--- src/rtl/sdt_pkg.sv ---
package sdt_pkg;
  localparam int DATA_W  = 32;
  localparam int ADDR_W  = 2;
  localparam int REF_W   = 5;
  localparam int SRX_W   = 5;
  localparam int RRD_W   = 4;
  localparam int MRD_W   = 4;

  typedef enum logic [ADDR_W-1:0] {
    SEL_REF = 2'd0,
    SEL_SRX = 2'd1,
    SEL_RRD = 2'd2,
    SEL_MRD = 2'd3
  } reg_sel_e;

  typedef struct packed {
    logic [REF_W-1:0] ref_code;
    logic [SRX_W-1:0] srx_code;
    logic [RRD_W-1:0] rrd_code;
    logic [MRD_W-1:0] mrd_code;
  } timing_cfg_t;

  localparam logic [REF_W-1:0] REF_RST = REF_W'(7);
  localparam logic [SRX_W-1:0] SRX_RST = SRX_W'(9);
  localparam logic [RRD_W-1:0] RRD_RST = RRD_W'(1);
  localparam logic [MRD_W-1:0] MRD_RST = MRD_W'(0);
endpackage

--- src/rtl/sdt_regs.sv ---
module sdt_regs
  import sdt_pkg::*;
(
  input  logic              clk,
  input  logic              rst_n,
  input  logic              wr_en,
  input  logic [ADDR_W-1:0] addr,
  input  logic [DATA_W-1:0] wdata,
  output logic [DATA_W-1:0] rdata,
  output timing_cfg_t       cfg
);
  timing_cfg_t cfg_q;

  always_ff @(posedge clk or negedge rst_n) begin
    if (!rst_n) begin
      cfg_q.ref_code <= REF_RST;
      cfg_q.srx_code <= SRX_RST;
      cfg_q.rrd_code <= RRD_RST;
      cfg_q.mrd_code <= MRD_RST;
    end else if (wr_en) begin
      case (reg_sel_e'(addr))
        SEL_REF: cfg_q.ref_code <= wdata[REF_W-1:0];
        SEL_SRX: cfg_q.srx_code <= wdata[SRX_W-1:0];
        SEL_RRD: cfg_q.rrd_code <= wdata[RRD_W-1:0];
        SEL_MRD: cfg_q.mrd_code <= wdata[MRD_W-1:0];
        default: ;
      endcase
    end
  end

  always_comb begin
    rdata = '0;
    case (reg_sel_e'(addr))
      SEL_REF: rdata = DATA_W'(cfg_q.ref_code);
      SEL_SRX: rdata = DATA_W'(cfg_q.srx_code);
      SEL_RRD: rdata = DATA_W'(cfg_q.rrd_code);
      SEL_MRD: rdata = DATA_W'(cfg_q.mrd_code);
      default: rdata = '0;
    endcase
  end

  assign cfg = cfg_q;

  AST_WRITE_STORES: assert property (@(posedge clk) disable iff (!rst_n)
    (wr_en && addr == 2'd0) |=> (cfg_q.ref_code == $past(wdata[REF_W-1:0])));
endmodule

--- src/rtl/sdt_interval_ctr.sv ---
module sdt_interval_ctr #(
  parameter int CODE_W = 5
) (
  input  logic              clk,
  input  logic              rst_n,
  input  logic              trigger,
  input  logic [CODE_W-1:0] code,
  output logic              idle
);
  localparam int CNT_W = CODE_W + 1;

  logic [CNT_W-1:0] count;

  always_ff @(posedge clk or negedge rst_n) begin
    if (!rst_n)
      count <= '0;
    else if (trigger)
      count <= {1'b0, code} + CNT_W'(1);
    else if (count != '0)
      count <= count - CNT_W'(1);
  end

  assign idle = (count == '0);

  AST_LOAD_CODE_PLUS_ONE: assert property (@(posedge clk) disable iff (!rst_n)
    trigger |=> (count == ({1'b0, $past(code)} + CNT_W'(1))));
  AST_STEADY_COUNTDOWN: assert property (@(posedge clk) disable iff (!rst_n)
    (!trigger && count != '0) |=> (count == $past(count) - CNT_W'(1)));
endmodule

--- src/rtl/sdt_bank_track.sv ---
module sdt_bank_track #(
  parameter int NUM_BANKS = 4,
  parameter int CODE_W    = 4
) (
  input  logic                         clk,
  input  logic                         rst_n,
  input  logic                         act,
  input  logic [$clog2(NUM_BANKS)-1:0] act_bank,
  input  logic [CODE_W-1:0]            rrd_code,
  output logic [NUM_BANKS-1:0]         bank_ok
);
  localparam int BANK_W = $clog2(NUM_BANKS);

  logic              rrd_idle;
  logic [BANK_W-1:0] last_bank;

  sdt_interval_ctr #(.CODE_W(CODE_W)) u_rrd_ctr (
    .clk     (clk),
    .rst_n   (rst_n),
    .trigger (act),
    .code    (rrd_code),
    .idle    (rrd_idle)
  );

  always_ff @(posedge clk or negedge rst_n) begin
    if (!rst_n)
      last_bank <= '0;
    else if (act)
      last_bank <= act_bank;
  end

  for (genvar g = 0; g < NUM_BANKS; g++) begin : g_bank
    assign bank_ok[g] = rrd_idle || (last_bank == BANK_W'(g));
  end

  AST_SAME_BANK_FREE: assert property (@(posedge clk) disable iff (!rst_n)
    act |=> bank_ok[$past(act_bank)]);
endmodule

--- src/rtl/sdram_cmd_spacer.sv ---
module sdram_cmd_spacer
  import sdt_pkg::*;
#(
  parameter int NUM_BANKS = 4,
  localparam int BANK_W   = $clog2(NUM_BANKS)
) (
  input  logic                 clk,
  input  logic                 rst_n,
  input  logic                 reg_wr_en,
  input  logic [ADDR_W-1:0]    reg_addr,
  input  logic [DATA_W-1:0]    reg_wdata,
  output logic [DATA_W-1:0]    reg_rdata,
  input  logic                 cmd_refresh,
  input  logic                 cmd_sr_exit,
  input  logic                 cmd_mode_load,
  input  logic                 cmd_act,
  input  logic [BANK_W-1:0]    cmd_act_bank,
  output logic [NUM_BANKS-1:0] act_allowed
);
  timing_cfg_t          cfg;
  logic                 ref_idle, srx_idle, mrd_idle;
  logic                 events_clear;
  logic [NUM_BANKS-1:0] bank_ok;

  sdt_regs u_regs (
    .clk   (clk),
    .rst_n (rst_n),
    .wr_en (reg_wr_en),
    .addr  (reg_addr),
    .wdata (reg_wdata),
    .rdata (reg_rdata),
    .cfg   (cfg)
  );

  sdt_interval_ctr #(.CODE_W(REF_W)) u_ref_ctr (
    .clk (clk), .rst_n (rst_n), .trigger (cmd_refresh),
    .code (cfg.ref_code), .idle (ref_idle)
  );

  sdt_interval_ctr #(.CODE_W(SRX_W)) u_srx_ctr (
    .clk (clk), .rst_n (rst_n), .trigger (cmd_sr_exit),
    .code (cfg.srx_code), .idle (srx_idle)
  );

  sdt_interval_ctr #(.CODE_W(MRD_W)) u_mrd_ctr (
    .clk (clk), .rst_n (rst_n), .trigger (cmd_mode_load),
    .code (cfg.mrd_code), .idle (mrd_idle)
  );

  sdt_bank_track #(.NUM_BANKS(NUM_BANKS), .CODE_W(RRD_W)) u_bank_track (
    .clk      (clk),
    .rst_n    (rst_n),
    .act      (cmd_act),
    .act_bank (cmd_act_bank),
    .rrd_code (cfg.rrd_code),
    .bank_ok  (bank_ok)
  );

  assign events_clear = ref_idle && srx_idle && mrd_idle;
  assign act_allowed  = {NUM_BANKS{events_clear}} & bank_ok;

  AST_REFRESH_GATES: assert property (@(posedge clk) disable iff (!rst_n)
    cmd_refresh |=> (act_allowed == '0));
  AST_SR_EXIT_GATES: assert property (@(posedge clk) disable iff (!rst_n)
    cmd_sr_exit |=> (act_allowed == '0));
  AST_MODE_LOAD_GATES: assert property (@(posedge clk) disable iff (!rst_n)
    cmd_mode_load |=> (act_allowed == '0));
  AST_OTHER_BANKS_GATED: assert property (@(posedge clk) disable iff (!rst_n)
    cmd_act |=> ((act_allowed & ~(NUM_BANKS'(1) << $past(cmd_act_bank))) == '0));
endmodule

--- config.mk ---
export PLATFORM = sky130hd
export DESIGN_NAME = sdram_cmd_spacer
export DESIGN_NICKNAME = d
export VERILOG_FILES = /design/src/rtl/sdt_pkg.sv /design/src/rtl/sdt_regs.sv /design/src/rtl/sdt_interval_ctr.sv /design/src/rtl/sdt_bank_track.sv /design/src/rtl/sdram_cmd_spacer.sv
export SDC_FILE = /design/constraint.sdc
export NUM_CORES = 1
export LEC_CHECK = 0
export ABC_CLOCK_PERIOD_IN_PS = 2000
export BUFFER_PORTS_ARGS = -buffer_cell sky130_fd_sc_hd__buf_2
export CAP_MARGIN = 10
export CORE_MARGIN = 1.5
export CORE_UTILIZATION = 51
export DETAILED_ROUTE_END_ITERATION = 8
export HOLD_SLACK_MARGIN = 0.02
export PLACE_DENSITY = 0.8
export SKIP_CTS_REPAIR_TIMING = 1
export SLEW_MARGIN = 10
export SYNTH_ARGS = -nofsm -noshare
export SYNTH_HDL_FRONTEND = slang
export SYNTH_SLANG_ARGS = --single-unit
--- constraint.sdc ---
create_clock -name clk -period 2 [get_ports clk]
set_input_delay 0.4 -clock clk [delete_from_list [all_inputs] [get_ports clk]]
set_output_delay 0.4 -clock clk [all_outputs]
set_load 0.03 [all_outputs]
==> results of run 1 <==
-- synthesized netlist by cell type --
| cell | n | area, µm² |
|---|---|---|
| nand3_1 | 10 | 50.1 |
| conb_1 | 1 | 3.75 |
| nand4_1 | 3 | 18.8 |
| nor3_1 | 6 | 30.0 |
| inv_1 | 11 | 41.3 |
| o22ai_1 | 1 | 6.26 |
| clkbuf_2 | 1 | 5.00 |
| nor2b_1 | 2 | 12.5 |
| or2_2 | 1 | 6.26 |
| nor3b_1 | 1 | 7.51 |
| o21ai_0 | 12 | 60.1 |
| a211oi_1 | 1 | 7.51 |
| or3_1 | 4 | 25.0 |
| nor3b_4 | 1 | 18.8 |
| dfstp_2 | 6 | 158 |
| mux2i_1 | 5 | 50.1 |
| o21ai_1 | 1 | 5.00 |
| o2bb2ai_1 | 1 | 8.76 |
| xor2_1 | 10 | 87.6 |
| or4b_1 | 1 | 10.0 |
| ha_1 | 10 | 125 |
| dfrtp_1 | 36 | 901 |
| buf_4 | 29 | 218 |
| nand3b_1 | 2 | 15.0 |
| a22oi_1 | 1 | 7.51 |
| and3b_1 | 1 | 8.76 |
| nor4b_2 | 1 | 15.0 |
| a21oi_1 | 9 | 45.0 |
| a22o_2 | 3 | 30.0 |
| clkbuf_1 | 4 | 15.0 |
| or3_4 | 1 | 11.3 |
| mux4_2 | 4 | 90.1 |
| mux2_2 | 22 | 248 |
| xnor2_1 | 11 | 96.3 |
| nor2_1 | 12 | 45.0 |
| nand2_1 | 17 | 63.8 |
-- stage by stage --
stage          std cells   util  worst slack (ns)  power [mW]
2_1_floorplan        268      -           -0.0837        2.33
3_3_place_gp         332  0.560            0.0624        2.56
3_5_place_dp         332  0.560            0.0167        2.62
4_1_cts              340  0.577            -0.309        3.17
5_1_grt              340  0.581            -0.314        3.39
6_report             340  0.581            -0.218        3.17
-- power by group through the flow --
stage	Combinational, mW	Clock (mW)	Sequential, mW
floorplan	1.02	0	1.32
global placement	1.20	0	1.36
global route	1.42	0.562	1.41
CTS	1.27	0.539	1.36
finish	1.27	0.527	1.37
detailed placement	1.25	0	1.38
-- worst reg2reg max path, cell delays in order (launching register included) --
cell and delay, ns:
dfrtp_1 0.40, inv_1 0.07, ha_1 0.24, nor4b_4 0.37, buf_4 0.20, o21ai_0 0.06
mux2_2 0.25
-- worst paths after layout --
path                                                             startpoint                                           to  depth (start not counted)  slack [ns]
worst max-delay path                         u_ref_ctr.count[2]$_DFFE_PN0P_                               act_allowed[3]                          5       -0.22
worst min register to register               u_mrd_ctr.count[4]$_DFFE_PN0P_               u_mrd_ctr.count[4]$_DFFE_PN0P_                          2        0.55
worst min-delay path                                                  rst_n  u_bank_track.u_rrd_ctr.count[2]$_DFFE_PN0P_                          2        0.15
min in group clk                                            cmd_act_bank[1]        u_bank_track.last_bank[1]$_DFFE_PN0P_                          3        0.31
worst max register to register  u_bank_track.u_rrd_ctr.count[0]$_DFFE_PN0P_  u_bank_track.u_rrd_ctr.count[1]$_DFFE_PN0P_                          6        0.30
max in group asynchronous                                             rst_n                   u_regs.cfg[15]$_DFFE_PN1P_                          2        1.47
-- routing by layer --
metal	global-route usage	share of wire	up-vias
met5	0	0	-
met2	0.310	0.50	82
met3	0.0439	0.063	11
li1	-	-	845
met1	0.242	0.41	846
met4	0.0967	0.022	0
-- logic make-up (layout without fill, tap and decap cells) --
family / Yosys count / after routing / share of synthesized area
muxes: 31 / 31 / 0.152
adders and majority gates: 10 / 10 / 0.0491
other: 1 / 27 / 0.00147
buffers and inverters: 45 / 50 / 0.110
DFF: 42 / 42 / 0.416
xor gates and xnor gates: 21 / 21 / 0.0722
and+or+nand+nor: 63 / 63 / 0.133
AOI/OAI and AO/OA: 29 / 29 / 0.0668
-- area by class of cell --
class | count | area [µm²] | area share
flip-flops and latches | 42 | 1060 | 0.383
clock buffers | 8 | 80.1 | 0.0290
repair buffers | 31 | 183 | 0.0662
multi-input cells | 181 | 1320 | 0.476
well taps | 67 | 83.8 | 0.0304
inverters | 11 | 41.3 | 0.0150
-- flip-flops by register name, indices dropped and copies added, names as in the netlist --
| name | cells |
|---|---|
| u_regs.cfg | 18 |
| u_ref_ctr.count | 6 |
| u_mrd_ctr.count | 5 |
| u_srx_ctr.count | 6 |
| u_bank_track.u_rrd_ctr.count | 5 |
| u_bank_track.last_bank | 2 |
==> results.md, run 1 <==
- Clock latency on the worst-skew pair: 0.30 ns
- Most common cell after layout, fill and taps aside: dfrtp_1
- Post-DP HPWL: 3450 µm
- PwrDens: 1150 nW/µm²
- Post-route minimum period: 2.22 ns
- Max incr delay on CP: 0.40 ns
- Yosys cell types: 36
- Grt ovf: 0
- Initial Util: 0.536
- Commonest cells after routing, fill and taps aside: dfrtp_1 (36), conb_1 (27), mux2_2 (22)
- Clock power share: 0.166
- Cells after Synth: 242
- Final worst slack: -0.218 ns
- Routed wire length: 4720 µm
- WP data arrival: 1.82 ns
- Share of cells above drive strength 1: 0.275
- Hold crit path type: input pin to asynchronous set/reset pin
- Critical Path Start Type: flip-flop
- Design Area, Final: 2760 µm²
- Hold Fails Final Rpt: 0
- Rows: 25
- ANT cells: 0
- Worst slew pin tran: 0.515 ns
- DR pass1 iterations: 6
- Switching power share of the total: 0.373
- CTS tree: yes
- CP max FO: 4
- Placeable Area: 4750 µm²
- Leak: 1.26 nW
- Fmax: 451 MHz
- Syn avg cell area: 10.5 µm²
- Layout net count: 325
- Vias: 1784
- Via count of the first global-routing pass: 1753
- Detailed-route wire length per cell: 13.9 µm
- DRT iter0 DRCs: 47
- Mapped cell area: 2550 µm²
- Setup_tns: -0.824 ns
- Failing checks: negative setup slack
- CP bufs+invs: 1
- Outcome: complete, but fails checks
- Root Buffer: clkbuf_8
- Cell chain of the critical path: or3_4 > nor3b_4 > nand4_1 > nor2_1 > buf_4
- Synth Register Bits: 42
- Die height: 73.7 µm
- Slew Limit Fails: 0
- CTS Buffer Depth: 2
- Vias per cell: 5.25
- Die X: 73.7 µm
- Clock sink count: 42
- Drc violations: 0
- RSZ-0062 raised after global routing: yes
- Combinational Power Share: 0.400
- Seq/Total Area, Yosys: 0.416
- P&R area growth vs syn: 8.45%
- GRT Util Overall: 0.192
- Psw: 1.18 mW
- Dpl cell area: 2660 µm²
- Setup violators final: 4
- Worst path slowest cell: or3_4
- Crit path kind: flip-flop to output port
- Die Footprint: 5430 µm²
- Minimum hold slack: 0.154 ns
- CTS buffer count: 5
- First-pass GRT wire length: 7770 µm
- Top Family by Delay on Critical Path: simple AND/OR/NAND/NOR gates
- Peak supply drop: 0.718 mV
- Initial antenna violation count: 0
- Internal power: 1.99 mW
- I/O pins: 79
- Antenna Violating Nets Remaining: 0
- WP data required: 1.60 ns
- Crit end category: output port
- Final GP Congestion: 0.852
- Fill count: 392
- Worst slew margin: 0.657
- H-tree levels: 2
- Largest net degree at the start of global routing: 43
- Worst Clk Skew: 0.00405 ns
- Yosys warns: 0
- Max cap viols: 0
- CTS clk-pin slew, worst paths: 0.08 ns
- I/O Buffers: 24
- Final period util: 1.11
- Flop pwr share: 0.434
Power figures use the tool's default switching activity.
==> inputs of run 2 (changes only) <==
CORE_UTILIZATION = 53   (was 51)
CTS_BUF_LIST = sky130_fd_sc_hd__clkbuf_4   (was default)
PLACE_DENSITY = 0.82   (was 0.8)
==> results.md, run 2 (synthesis gave the netlist of run 1 again) <==
- Post-route minimum period: 2.32 ns (+0.100 ns)
- WP data arrival: 1.92 ns (+0.10 ns)
- Fill count: 359 (-8.4%)
- Die Footprint: 5230 µm² (-3.6%)
- Placeable Area: 4660 µm² (-2.0%)
- Top Family by Delay on Critical Path: simple AND/OR/NAND/NOR gates
- Clock latency on the worst-skew pair: 0.36 ns (+0.06 ns)
- Grt met1 use: 0.246 (+0.00394)
- Die height: 72.3 µm (-1.8%)
- Post-DP HPWL: 3290 µm (-4.7%)
- CTS tree: yes
- Clock sink count: 42 (unchanged)
- Leak: 1.26 nW (-0.59%)
- RSZ-0062 raised after global routing: yes
- Crit end category: output port
- I/O Buffers: 24 (unchanged)
- Multi-input logic area: 1320 µm² (+0.19%)
- Max FFs per register: 18 (unchanged)
- Worst path slowest cell: or3_4
- Final GP Congestion: 0.861 (+1.0%)
- Fmax: 431 MHz (-4.3%)
- DR pass1 iterations: 4 (-2)
- Worst slew margin: 0.653 (-0.00354)
- CP bufs+invs: 1 (unchanged)
- Critical Path Start Type: flip-flop
- Worst slew pin tran: 0.520 ns (+0.00531 ns)
- Final period util: 1.16 (+0.0500)
- CP max FO: 4 (unchanged)
- I/O pins: 79 (unchanged)
- Commonest cells after routing, fill and taps aside: dfrtp_1 (36), conb_1 (27), mux2_2 (22)
- GRT busiest layer: met2
- Outcome: complete, but fails checks
- ANT cells: 0 (unchanged)
- CTS buffer count: 5 (unchanged)
- Vias: 1713 (-4.0%)
- WP data required: 1.60 ns (about the same)
- Worst Clk Skew: 0.0117 ns (+0.00764 ns)
- Peak supply drop: 0.633 mV (-12%)
- PwrDens: 1120 nW/µm² (-2.6%)
- Crit path kind: flip-flop to output port
- Die X: 72.3 µm (-1.8%)
- Setup violators final: 4 (unchanged)
- DP Cell Count: 319 (-3.9%)
- Detailed-route wire length per cell: 13.6 µm (-1.8%)
- Slew Limit Fails: 0 (unchanged)
- Via count of the first global-routing pass: 1708 (-2.6%)
- Initial Util: 0.546 (+0.0108)
- P&R area growth vs syn: 7.17%
- Most common cell after layout, fill and taps aside: dfrtp_1
- Final std cells w/o fill: 328 (-3.5%)
- GRT Util Overall: 0.192 (-0.000700)
- First-pass GRT wire length: 7650 µm (-1.6%)
- CTS clk-pin slew, worst paths: 0.12 ns (+0.04 ns)
- Reg area: 1060 µm² (unchanged)
- CTS Buffer Depth: 2 (unchanged)
- Layout net count: 326 (+0.31%)
- Vias per cell: 5.22 (-0.47%)
- Routed wire length: 4470 µm (-5.3%)
- DRT iter0 DRCs: 58 (+23%)
- Grt ovf: 0 (unchanged)
- Drc violations: 0 (unchanged)
- Max incr delay on CP: 0.41 ns (about the same)
- Max cap viols: 0 (unchanged)
- Share of cells above drive strength 1: 0.288 (+0.0136)
- Total Power: 3.05 mW (-3.7%)
- Setup WS pre-CTS: -0.00468 ns (-0.0214 ns)
- Initial antenna violation count: 0 (unchanged)
- Hold Fails Final Rpt: 0 (unchanged)
- Failing checks: negative setup slack
- Grt met2 use: 0.322 (+0.0117)
- Cell chain of the critical path: or3_4 > nor3b_4 > nand4_1 > nor2_1 > buf_4
- Antenna Violating Nets Remaining: 0 (unchanged)
- Met3 Usage GRT: 0.0333 (-0.0106)
- Hold crit path type: input pin to asynchronous set/reset pin
- H-tree levels: 2 (unchanged)
- Rows: 25 (unchanged)
- Final worst slack: -0.319 ns (-0.100 ns)
- Largest net degree at the start of global routing: 43 (unchanged)
- Root Buffer: clkbuf_4
run 2: path summary, 6_finish.rpt:
check,start,end,slack (ns),cells past startpoint
max,u_ref_ctr.count[2]$_DFFE_PN0P_,act_allowed[3],-0.32,5
min,rst_n,u_srx_ctr.count[4]$_DFFE_PN0P_,0.09,2
max reg2reg,u_ref_ctr.count[2]$_DFFE_PN0P_,u_ref_ctr.count[1]$_DFFE_PN0P_,0.24,6
min reg2reg,u_regs.cfg[0]$_DFFE_PN0P_,u_mrd_ctr.count[0]$_DFFE_PN0P_,0.55,1
max in group asynchronous,rst_n,u_regs.cfg[8]$_DFFE_PN1P_,1.54,2
min in group clk,cmd_act_bank[1],u_bank_track.last_bank[1]$_DFFE_PN0P_,0.27,3
run 2: layout make-up:
class	count	share of cell area
Sequential cell	42	0.388
Inverter	11	0.0151
Multi-Input combinational cell	181	0.483
Tap cell	54	0.0248
Clock inverter	3	0.00596
Timing Repair Buffer	32	0.0697
Clock buffer	5	0.0138
run 2: metrics by stage:
stage	hold WS [ns]	utilization	instance area, µm²	setup TNS, ns
final	0.0865	0.586	2730	-1.19
after global routing	0.135	0.586	2730	-1.47
after CTS	0.0958	0.579	2700	-1.58
after detailed placement	0.494	0.568	2650	-0.00468
after global placement	0.487	0.568	2650	0
after floorplan	0.104	-	2640	-0.335
run 2: metal layers:
layer  vias to the layer above  part of all wire
met3                         7             0.037
met5                         -                 0
met4                         0             0.020
li1                        845                 -
met1                       813              0.46
met2                        48              0.48
run 2: worst register-to-register path, cell delays in order (launching register included):
cell,delay (ns)
dfrtp_1,0.39
or3_4,0.41
nor3b_4,0.22
buf_4,0.14
buf_4,0.11
mux2_2,0.32
o21ai_1,0.11
run 2: power by group:
part           internal, mW  switching (mW)
clock network         0.131           0.274
registers              1.12           0.246
logic                 0.626           0.658
total                  1.87            1.18
==> inputs of run 3 (changes only) <==
CELL_PAD_IN_SITES_DETAIL_PLACEMENT = 1   (was default)
CELL_PAD_IN_SITES_GLOBAL_PLACEMENT = 1   (was default)
CORE_ASPECT_RATIO = 1.5   (was default)
CORE_UTILIZATION = 40   (was 53)
PLACE_DENSITY = default   (was 0.82)
PLACE_DENSITY_LB_ADDON = 0.1   (was default)
==> results.md, run 3 (synthesis gave the netlist of run 1 again) <==
- I/O Buffers: 24 (unchanged)
- Crit path kind: flip-flop to output port
- ANT cells: 0 (unchanged)
- Worst reg-to-reg path cell count: 5 (-1)
- Hold crit path type: input pin to asynchronous set/reset pin
- P&R area growth vs syn: 10.7%
- Post-DP HPWL: 4130 µm (+26%)
- Setup violators final: 4 (unchanged)
- Drc violations: 0 (unchanged)
- Peak supply drop: 0.454 mV (-28%)
- I/O pins: 79 (unchanged)
- Max FFs per register: 18 (unchanged)
- Vias per cell: 5.02 (-3.9%)
- Rows: 35 (+40%)
- CTS buffer count: 5 (unchanged)
- Initial antenna violation count: 0 (unchanged)
- Max incr delay on CP: 0.41 ns (about the same)
- Internal power: 2.16 mW (+15%)
- Final period util: 1.21 (+0.0479)
- Most common cell after layout, fill and taps aside: dfrtp_1
- CTS clk-pin slew, worst paths: 0.13 ns (about the same)
- Slew Limit Fails: 0 (unchanged)
- Psw: 1.19 mW (+0.70%)
- Worst Clk Skew: 0.00722 ns (-0.00447 ns)
- Placeable Area: 6130 µm² (+32%)
- Antenna Violating Nets Remaining: 0 (unchanged)
- Failing checks: negative setup slack
- R2R Path Start: u_ref_ctr.count[4]$_DFFE_PN0P_
- Clock sink count: 42 (unchanged)
- Setup WS pre-CTS: -0.0568 ns (-0.0522 ns)
- Routed wire length: 5220 µm (+17%)
- Worst slew margin: 0.634 (-0.0190)
- First-pass GRT wire length: 8780 µm (+15%)
- Critical Path Start Type: flip-flop
- Switching power share of the total: 0.355 (-0.0313)
- Flop pwr share: 0.405 (-0.041)
- Fill count: 722 (+100%)
- Final worst slack: -0.414 ns (-0.0957 ns)
- Max cap viols: 0 (unchanged)
- GRT Util Overall: 0.173 (-0.0184)
- CTS Buffer Depth: 2 (unchanged)
- Largest net degree at the start of global routing: 43 (unchanged)
- DRT iter0 DRCs: 26 (-55%)
- DR pass1 iterations: 3 (-1)
- Root Buffer: clkbuf_4
- Outcome: complete, but fails checks
- WP data required: 1.60 ns (about the same)
- Hold Fails Final Rpt: 0 (unchanged)
- Grt ovf: 0 (unchanged)
- Commonest cells after routing, fill and taps aside: dfrtp_1 (36), conb_1 (27), mux2_2 (22)
- Share of cells above drive strength 1: 0.296 (+0.00771)
- CP max FO: 4 (unchanged)
- Initial Util: 0.415 (-0.131)
- Final GP Congestion: 0.735 (-15%)
- Cell chain of the critical path: or3_4 > nor3b_4 > nand4_1 > nor2_1 > buf_4
- DP Cell Count: 343 (+7.5%)
- RSZ-0062 raised after global routing: yes
- Post-route minimum period: 2.41 ns (+0.0957 ns)
- Vias: 1762 (+2.9%)
- Crit end category: output port
- Die height: 101 µm (+39%)
- Worst path slowest cell: or3_4
- Combinational Power Share: 0.389 (-0.032)
- Crit path launch: u_ref_ctr.count[4]$_DFFE_PN0P_
- Layout net count: 329 (+0.92%)
- WP data arrival: 2.01 ns (+0.09 ns)
- Die X: 68.1 µm (-5.8%)
- Via count of the first global-routing pass: 1879 (+10%)
- CP Capture Point: act_allowed[0]
- Final Core Density: 0.460 (-0.126)
- PwrDens: 1190 nW/µm² (+6.1%)
- Clock latency on the worst-skew pair: 0.36 ns (about the same)
- Leak: 1.30 nW (+3.3%)
- Detailed-route wire length per cell: 14.9 µm (+9.0%)
- Clock power share: 0.206 (+0.073)
- Fmax: 414 MHz (-4.0%)
- Worst slew pin tran: 0.549 ns (+0.0285 ns)
- Die Footprint: 6860 µm² (+31%)
- Final std cells w/o fill: 351 (+7.0%)
- H-tree levels: 2 (unchanged)
- Setup_tns: -1.61 ns (-0.422 ns)
- CTS tree: yes
- Worst reg-to-reg setup slack: 0.25 ns (about the same)
- Total Power: 3.34 mW (+9.6%)
- Worst R2R End: u_ref_ctr.count[1]$_DFFE_PN0P_
## run 3: changes by cell type in the layout (fill, tap and decap cells not counted)
cell,before,now
ha_1,9,10
clkinv_2,1,0
nor4b_4,1,0
buf_4,12,15
clkinv_4,0,1
bufinv_16,0,2
nor4b_2,0,1
clkinv_1,1,0
clkinvlp_4,1,0
ha_2,1,0
## run 3: layout make-up
cell class,instances,area (µm²),share of cell area
Clock buffer,5,37.5,0.0133
Clock inverter,3,68.8,0.0244
Inverter,11,41.3,0.0147
Multi-Input combinational cell,181,1310,0.464
Sequential cell,42,1060,0.376
Tap cell,74,92.6,0.0329
Timing Repair Buffer,35,213,0.0755
## run 3: how the worst min path moves through the flow
| stage | end | slack (ns) | depth (start not counted) |
|---|---|---|---|
| finish | u_mrd_ctr.count[4]$_DFFE_PN0P_ | 0.07 | 2 |
| global route | u_mrd_ctr.count[4]$_DFFE_PN0P_ | 0.11 | 2 |
| CTS | u_mrd_ctr.count[4]$_DFFE_PN0P_ | 0.10 | 2 |
| detailed placement | u_srx_ctr.count[0]$_DFFE_PN0P_ | 0.51 | 2 |
| global placement | u_mrd_ctr.count[4]$_DFFE_PN0P_ | 0.51 | 2 |
| floorplan | u_bank_track.last_bank[0]$_DFFE_PN0P_ | 0.10 | 0 |
## run 3: layer usage
| layer | track usage | wire, µm |
|---|---|---|
| met1 | 0.183 | 2000 |
| met2 | 0.320 | 2910 |
| met3 | 0.0391 | 195 |
| met4 | 0.0646 | 104 |
| met5 | 0 | 0 |
## run 3: power by group through the flow
| stage | clock network, mW | registers, mW | logic, mW |
|---|---|---|---|
| after floorplan | 0 | 1.32 | 1.02 |
| after global placement | 0 | 1.37 | 1.28 |
| after detailed placement | 0 | 1.38 | 1.32 |
| after CTS | 0.708 | 1.36 | 1.33 |
| after global routing | 0.744 | 1.40 | 1.48 |
| final | 0.690 | 1.35 | 1.30 |
## run 3: stage by stage
step | instance area (µm²) | hold slack [ns]
floorplan | 2640 | 0.104
CTS | 2810 | 0.101
global placement | 2700 | 0.511
detailed placement | 2700 | 0.513
finish | 2820 | 0.0727
global route | 2820 | 0.112
## run 3: worst max-delay path: cells and delay by family, from the launching register on
family / cells / cell delay [ns]
buf+inv: 1 / 0.18
simple gates: 4 / 1.08
flops: 1 / 0.40
